===== src/rtl/prd_pkg.sv =====
package prd_pkg;

    // Size of the address window that a descriptor must not cross, and half of it.
    localparam logic [16:0] WIN_BYTES  = 17'h10000;
    localparam logic [16:0] HALF_BYTES = 17'h08000;

    typedef enum logic [1:0] {
        ST_TAKE,
        ST_SPLIT,
        ST_FLUSH,
        ST_DRAIN
    } bld_state_e;

    // One descriptor waiting to be written.
    typedef struct packed {
        logic [31:0] addr;
        logic [15:0] len16;
    } pend_entry_t;

    // Length field for the word-unit encoding: quarter of the byte count, minus one.
    function automatic logic [15:0] alt_field(input logic [15:0] len16);
        return (len16 >> 2) - 16'd1;
    endfunction

endpackage


===== src/rtl/prd_chunker.sv =====
module prd_chunker
    import prd_pkg::*;
(
    input  logic [15:0] addr_lo,
    input  logic [31:0] rem,
    input  logic        alt,
    output logic [16:0] len
);
    logic [16:0] room;

    always_comb begin
        room = WIN_BYTES - {1'b0, addr_lo};
        if (rem < {15'h0, room})
            len = rem[16:0];
        else
            len = room;
        // A full window cannot be encoded in 16 bits in normal mode: take half.
        if (!alt && len == WIN_BYTES)
            len = HALF_BYTES;
    end
endmodule


===== src/rtl/prd_ctrl_fmt.sv =====
module prd_ctrl_fmt
    import prd_pkg::*;
(
    input  logic [15:0] len16,
    input  logic        alt,
    input  logic        end_mark,
    output logic [31:0] ctrl
);
    always_comb begin
        if (alt)
            ctrl = {alt_field(len16), 16'h0000};
        else
            ctrl = {end_mark, 15'h0000, len16};
    end
endmodule


===== src/rtl/prd_table_builder.sv =====
module prd_table_builder
    import prd_pkg::*;
#(
    parameter  int CAP   = 256,
    localparam int IDX_W = (CAP > 1) ? $clog2(CAP) : 1,
    localparam int CNT_W = $clog2(CAP + 1)
) (
    input  logic             clk,
    input  logic             rst,
    input  logic             mode_alt,
    input  logic             seg_valid,
    output logic             seg_ready,
    input  logic [31:0]      seg_addr,
    input  logic [31:0]      seg_len,
    input  logic             seg_last,
    output logic             mem_we,
    output logic [IDX_W-1:0] mem_idx,
    output logic [31:0]      mem_addr_word,
    output logic [31:0]      mem_ctrl_word,
    output logic             done_o,
    output logic [CNT_W-1:0] done_count
);
    localparam logic [CNT_W-1:0] CAP_C = CNT_W'(CAP);

    bld_state_e  state;
    logic [31:0] cur_addr;
    logic [31:0] rem;
    logic        cur_last;
    pend_entry_t pend;
    logic        pend_v;
    logic [CNT_W-1:0] count;

    logic [16:0]      chunk_len;
    logic [31:0]      rem_next;
    logic             full;
    logic [CNT_W-1:0] cnt_m1;

    prd_chunker chunk_i (
        .addr_lo (cur_addr[15:0]),
        .rem     (rem),
        .alt     (mode_alt),
        .len     (chunk_len)
    );

    prd_ctrl_fmt fmt_i (
        .len16    (pend.len16),
        .alt      (mode_alt),
        .end_mark (state == ST_FLUSH),
        .ctrl     (mem_ctrl_word)
    );

    assign rem_next      = rem - {15'h0, chunk_len};
    assign full          = (count == CAP_C);
    assign cnt_m1        = count - 1'b1;
    assign seg_ready     = (state == ST_TAKE) || (state == ST_DRAIN);
    assign mem_we        = pend_v && ((state == ST_FLUSH) || (state == ST_SPLIT && !full));
    assign mem_idx       = cnt_m1[IDX_W-1:0];
    assign mem_addr_word = pend.addr;

    always_ff @(posedge clk) begin
        if (rst) begin
            state      <= ST_TAKE;
            cur_addr   <= '0;
            rem        <= '0;
            cur_last   <= 1'b0;
            pend       <= '0;
            pend_v     <= 1'b0;
            count      <= '0;
            done_o     <= 1'b0;
            done_count <= '0;
        end else begin
            done_o <= 1'b0;
            case (state)
                ST_TAKE: begin
                    if (seg_valid) begin
                        cur_addr <= seg_addr;
                        rem      <= seg_len;
                        cur_last <= seg_last;
                        if (seg_len != 32'd0)
                            state <= ST_SPLIT;
                        else if (seg_last)
                            state <= ST_FLUSH;
                    end
                end
                ST_SPLIT: begin
                    if (full) begin
                        pend_v <= 1'b0;
                        count  <= '0;
                        if (cur_last) begin
                            done_o     <= 1'b1;
                            done_count <= '0;
                            state      <= ST_TAKE;
                        end else begin
                            state <= ST_DRAIN;
                        end
                    end else begin
                        pend     <= '{addr: cur_addr, len16: chunk_len[15:0]};
                        pend_v   <= 1'b1;
                        count    <= count + 1'b1;
                        cur_addr <= cur_addr + {15'h0, chunk_len};
                        rem      <= rem_next;
                        if (rem_next == 32'd0)
                            state <= cur_last ? ST_FLUSH : ST_TAKE;
                    end
                end
                ST_FLUSH: begin
                    done_o     <= 1'b1;
                    done_count <= count;
                    count      <= '0;
                    pend_v     <= 1'b0;
                    state      <= ST_TAKE;
                end
                ST_DRAIN: begin
                    if (seg_valid && seg_last) begin
                        done_o     <= 1'b1;
                        done_count <= '0;
                        state      <= ST_TAKE;
                    end
                end
                default: state <= ST_TAKE;
            endcase
        end
    end


    no_cross_chk: assert property (@(posedge clk) disable iff (rst)
        (state == ST_SPLIT && !full) |->
            (chunk_len != 17'd0 && ({1'b0, cur_addr[15:0]} + {1'b0, chunk_len}) <= 18'h10000));


    no_zero_len_chk: assert property (@(posedge clk) disable iff (rst)
        (mem_we && !mode_alt) |-> (mem_ctrl_word[15:0] != 16'd0));


    end_then_done_chk: assert property (@(posedge clk) disable iff (rst)
        (mem_we && !mode_alt && mem_ctrl_word[31]) |=> (done_o && done_count != '0));


    done_pulse_chk: assert property (@(posedge clk) disable iff (rst)
        done_o |=> !done_o);


    cap_bound_chk: assert property (@(posedge clk) disable iff (rst)
        done_o |-> (done_count <= CAP_C));


    ready_drop_chk: assert property (@(posedge clk) disable iff (rst)
        (state == ST_TAKE && seg_valid && seg_len != 32'd0) |=> !seg_ready);

endmodule


===== config.mk =====
export PLATFORM = sky130hd
export DESIGN_NAME = prd_table_builder
export DESIGN_NICKNAME = d
export VERILOG_FILES = /design/src/rtl/prd_pkg.sv /design/src/rtl/prd_chunker.sv /design/src/rtl/prd_ctrl_fmt.sv /design/src/rtl/prd_table_builder.sv
export SDC_FILE = /design/constraint.sdc
export NUM_CORES = 1
export LEC_CHECK = 0
export BUFFER_PORTS_ARGS = -buffer_cell sky130_fd_sc_hd__buf_2
export CAP_MARGIN = 25
export CORE_MARGIN = 4
export CORE_UTILIZATION = 40
export CTS_CLUSTER_SIZE = 40
export DETAILED_ROUTE_END_ITERATION = 10
export PLACE_DENSITY = 0.58
export RECOVER_POWER = 25
export SLEW_MARGIN = 30
export SYNTH_ARGS = -nofsm -noshare
export SYNTH_HDL_FRONTEND = slang
export SYNTH_SLANG_ARGS = --single-unit
export TNS_END_PERCENT = 30

===== constraint.sdc =====
create_clock -name clk -period 8.3 [get_ports clk]
set_input_delay 2.49 -clock clk [delete_from_list [all_inputs] [get_ports clk]]
set_output_delay 2.49 -clock clk [all_outputs]
set_load 0.03 [all_outputs]

==> out/metrics.csv <==
stage;metric;value;unit
critical_path;ff2ff_path_depth;29;
clock_network;cts_hold_buffers;0;
die;die_w;165.4;um
layout;finalInstanceArea;0.01140;mm2
global_route;grt_use_met3;2.978;%
logic_synthesis;synth_seq_cells;135;
logic_synthesis;ys_async_sr_fraction;0;%
die;initial_utilization;40.76;%
critical_path;cp_common_cell;inv_1;
placed_design;place_inst;1741;
layout;fin_nets;1568;
logic_synthesis;yosysSeqAreaShare;27.27;%
run;cap_viol_max_count;1;
global_route;grt_max_degree;90;
placed_design;place_ws;0.7929;ns
layout;fin_cells;1772;
global_route;busiest_layer;met2;
placed_design;placed_area;0.01084;mm2
placed_design;gp_congestion;0.9422;
die;core_area;0.02432;mm2
route;wl_per_cell;18.58;um
critical_path;slowest_delay;0.72;ns
layout;diodes;0;
layout;final_cell_mix;164 x nand2_1, 135 x a21oi_1, 135 x dfxtp_1;
sta;fmax;130.6;MHz
clock_network;post-cts-setup-buffers;0;
critical_path;cp.depth;29;
route;num_vias;10060;
sta;setup_viol;0;
critical_path;cp.arrival;7.96;ns
die;dieArea;0.02736;mm2
placed_design;port_buffers;152;
route;drt_iter0_markers;711;
critical_path;cp-start-kind;flip-flop;
logic_synthesis;synthesis.area;0.009912;mm2
logic_synthesis;synthFlopType;dfxtp_1;
logic_synthesis;netlist_instances;1341;
layout;drive_gt1_share;14.02;%
route;drtAntennaViolNets;0;
critical_path;cp-end-kind;flip-flop;
sta;layout_min_cycle_time;7.655;ns
logic_synthesis;synth-edff-count;0;
die;row_count;57;
layout;final_common_cell;nand2_1;
clock_network;cts_buffer_depth;2;
sta;finalHoldViolations;0;
status;violations;max-capacitance violations, max-slew violations;
critical_path;critPathRequiredTime;8.61;ns
hold_path;hold_path.class;flip-flop to flip-flop;
clock_network;cts_resized;0;
die;io_pins;153;
global_route;grt_overflow;0;
clock_network;cts_tree;yes;
global_route;antenna_found_initial;0;
logic_synthesis;synth.distinct_cells;82;
clock_network;cts.reportedPaths.clkPinSlew;0.07;ns
critical_path;crit_path_top_delay_cell;and2_1;
global_route;grt_use_met1;33.92;%
logic_synthesis;syn_nets;1473;
sta;skew;0.01984;ns
critical_path;cp_max_fo;17;
global_route;grt_use_total;23.82;%
route;vias_per_cell;5.675;
critical_path;crit_family;simple AND/OR/NAND/NOR gates;
sta;rsz0062_at_grt;no;
sta;relSlewSlack;-97.97;%
hold_path;min_path_cells;2;
route;drcViolationCount;0;
clock_network;root_buffer;clkbuf_16;
clock_network;clock-sinks;135;
critical_path;ff2ff_setup_slack;0.64;ns
sta;setup_total_negative_slack;0;ns
global_route;met2_usage;38.46;%
critical_path;cp_num_buf_inv;4;
layout;n_fill_cell;2590;
logic_synthesis;avgSynthCellArea;7.392;um2
logic_synthesis;ys_warn_count;0;
sta;slew_violations;63;
layout;area_delta_synth_final;15.00;%
route;wl;32930;um
global_route;grt_pass1_vias;9241;
sta;setup_ws;0.6447;ns
die;die_h;165.4;um
critical_path;critPathKind;flip-flop to flip-flop;
clock_network;cts-htree-levels;4;
route;dr.pass1.iters;4;
sta;timing.final.crit_share;92.23;%
placed_design;hpwl;24440;um
sta;worst_slew_pin_slew;2.969;ns
clock_network;numCtsBuffers;17;
clock_network;clkLatencyLatePin;0.43;ns
status;status;finished with violations;
global_route;grt_pass1_wl;51500;um
area by class of cell:
| type | instances | area, um2 | share of cell area (%) |
|---|---|---|---|
| clock buffers | 17 | 425.4 | 3.732 |
| clock inverters | 14 | 161.4 | 1.416 |
| inverters | 63 | 236.5 | 2.075 |
| multi-input cells | 1056 | 6653 | 58.36 |
| flip-flops and latches | 135 | 2703 | 23.71 |
| well taps | 324 | 405.4 | 3.557 |
| repair buffers | 163 | 814.5 | 7.146 |
synthesized netlist by cell type, types with 10 or more instances:
library cell	instances	area, um2
a211oi_1	46	345.3
and2_1	16	100.1
clkbuf_1	66	247.7
a31oi_1	14	87.58
nand4_1	13	81.33
nand3_1	36	180.2
a21o_1	23	172.7
ha_1	61	763.2
a21oi_1	135	675.7
o21ai_0	56	280.3
or4_1	10	75.07
xnor2_1	33	289.0
nor3_1	35	175.2
mux2i_1	32	320.3
xor2_1	28	245.2
nand2b_1	12	75.07
nor4_1	21	131.4
and3_1	15	93.84
nor2_1	135	506.7
dfxtp_1	135	2703
or3_1	12	75.07
inv_1	62	232.7
nand2_1	164	615.6
buf_2	12	60.06
nor2b_1	26	162.7
state kept, by name (all words and copies together), names as in the netlist:
| name | cells |
|---|---|
| cur_addr | 32 |
| mem_addr_word | 32 |
| rem | 32 |
| pend | 16 |
| count | 9 |
| done_count | 9 |
| state | 2 |
| cur_last | 1 |
| done_o | 1 |
| pend_v | 1 |
final timing paths:
check,startpoint,end
worst max register to register,cur_addr[2]$_SDFFE_PP0P_,state[1]$_SDFFE_PP0P_
worst max-delay path,cur_addr[2]$_SDFFE_PP0P_,state[1]$_SDFFE_PP0P_
worst min-delay path,cur_addr[26]$_SDFFE_PP0P_,mem_addr_word[26]$_SDFFE_PP0P_
worst min register to register,cur_addr[26]$_SDFFE_PP0P_,mem_addr_word[26]$_SDFFE_PP0P_
stage by stage:
stage	hold WS, ns	util [%]
2_1_floorplan	0.4319	-
3_3_place_gp	0.4408	44.59
3_5_place_dp	0.4443	44.59
4_1_cts	0.4537	47.00
5_1_grt	0.4700	46.87
6_report	0.4497	46.87
kinds of logic (layout without fill, tap and decap cells):
kind of cell / after synthesis / in the layout / share of synthesized area (%)
and+or+nand+nor: 535 / 535 / 26.52
AOI/OAI and AO/OA: 364 / 364 / 23.47
buffers and inverters: 150 / 257 / 5.870
DFF: 135 / 135 / 27.27
adders and majority gates: 63 / 63 / 8.104
xor gates and xnor gates: 61 / 61 / 5.390
muxes: 33 / 33 / 3.383
tightest hold or removal path, delay by kind of cell, from the launching register on:
kind               cells  cell delay, ns
DFF                    1            0.31
and+or+nand+nor        1            0.05
AOI/OAI and AO/OA      1            0.05
per-layer routing:
layer | wire [um] | up-vias
met1 | 15830 | 4783
met5 | 0 | -
met4 | 420 | 0
met2 | 15030 | 279
li1 | - | 4969
met3 | 1658 | 25
Power is left out: the tool's default activity adds up to more than one toggle a clock period on the data nets, which glitch-free logic cannot reach.
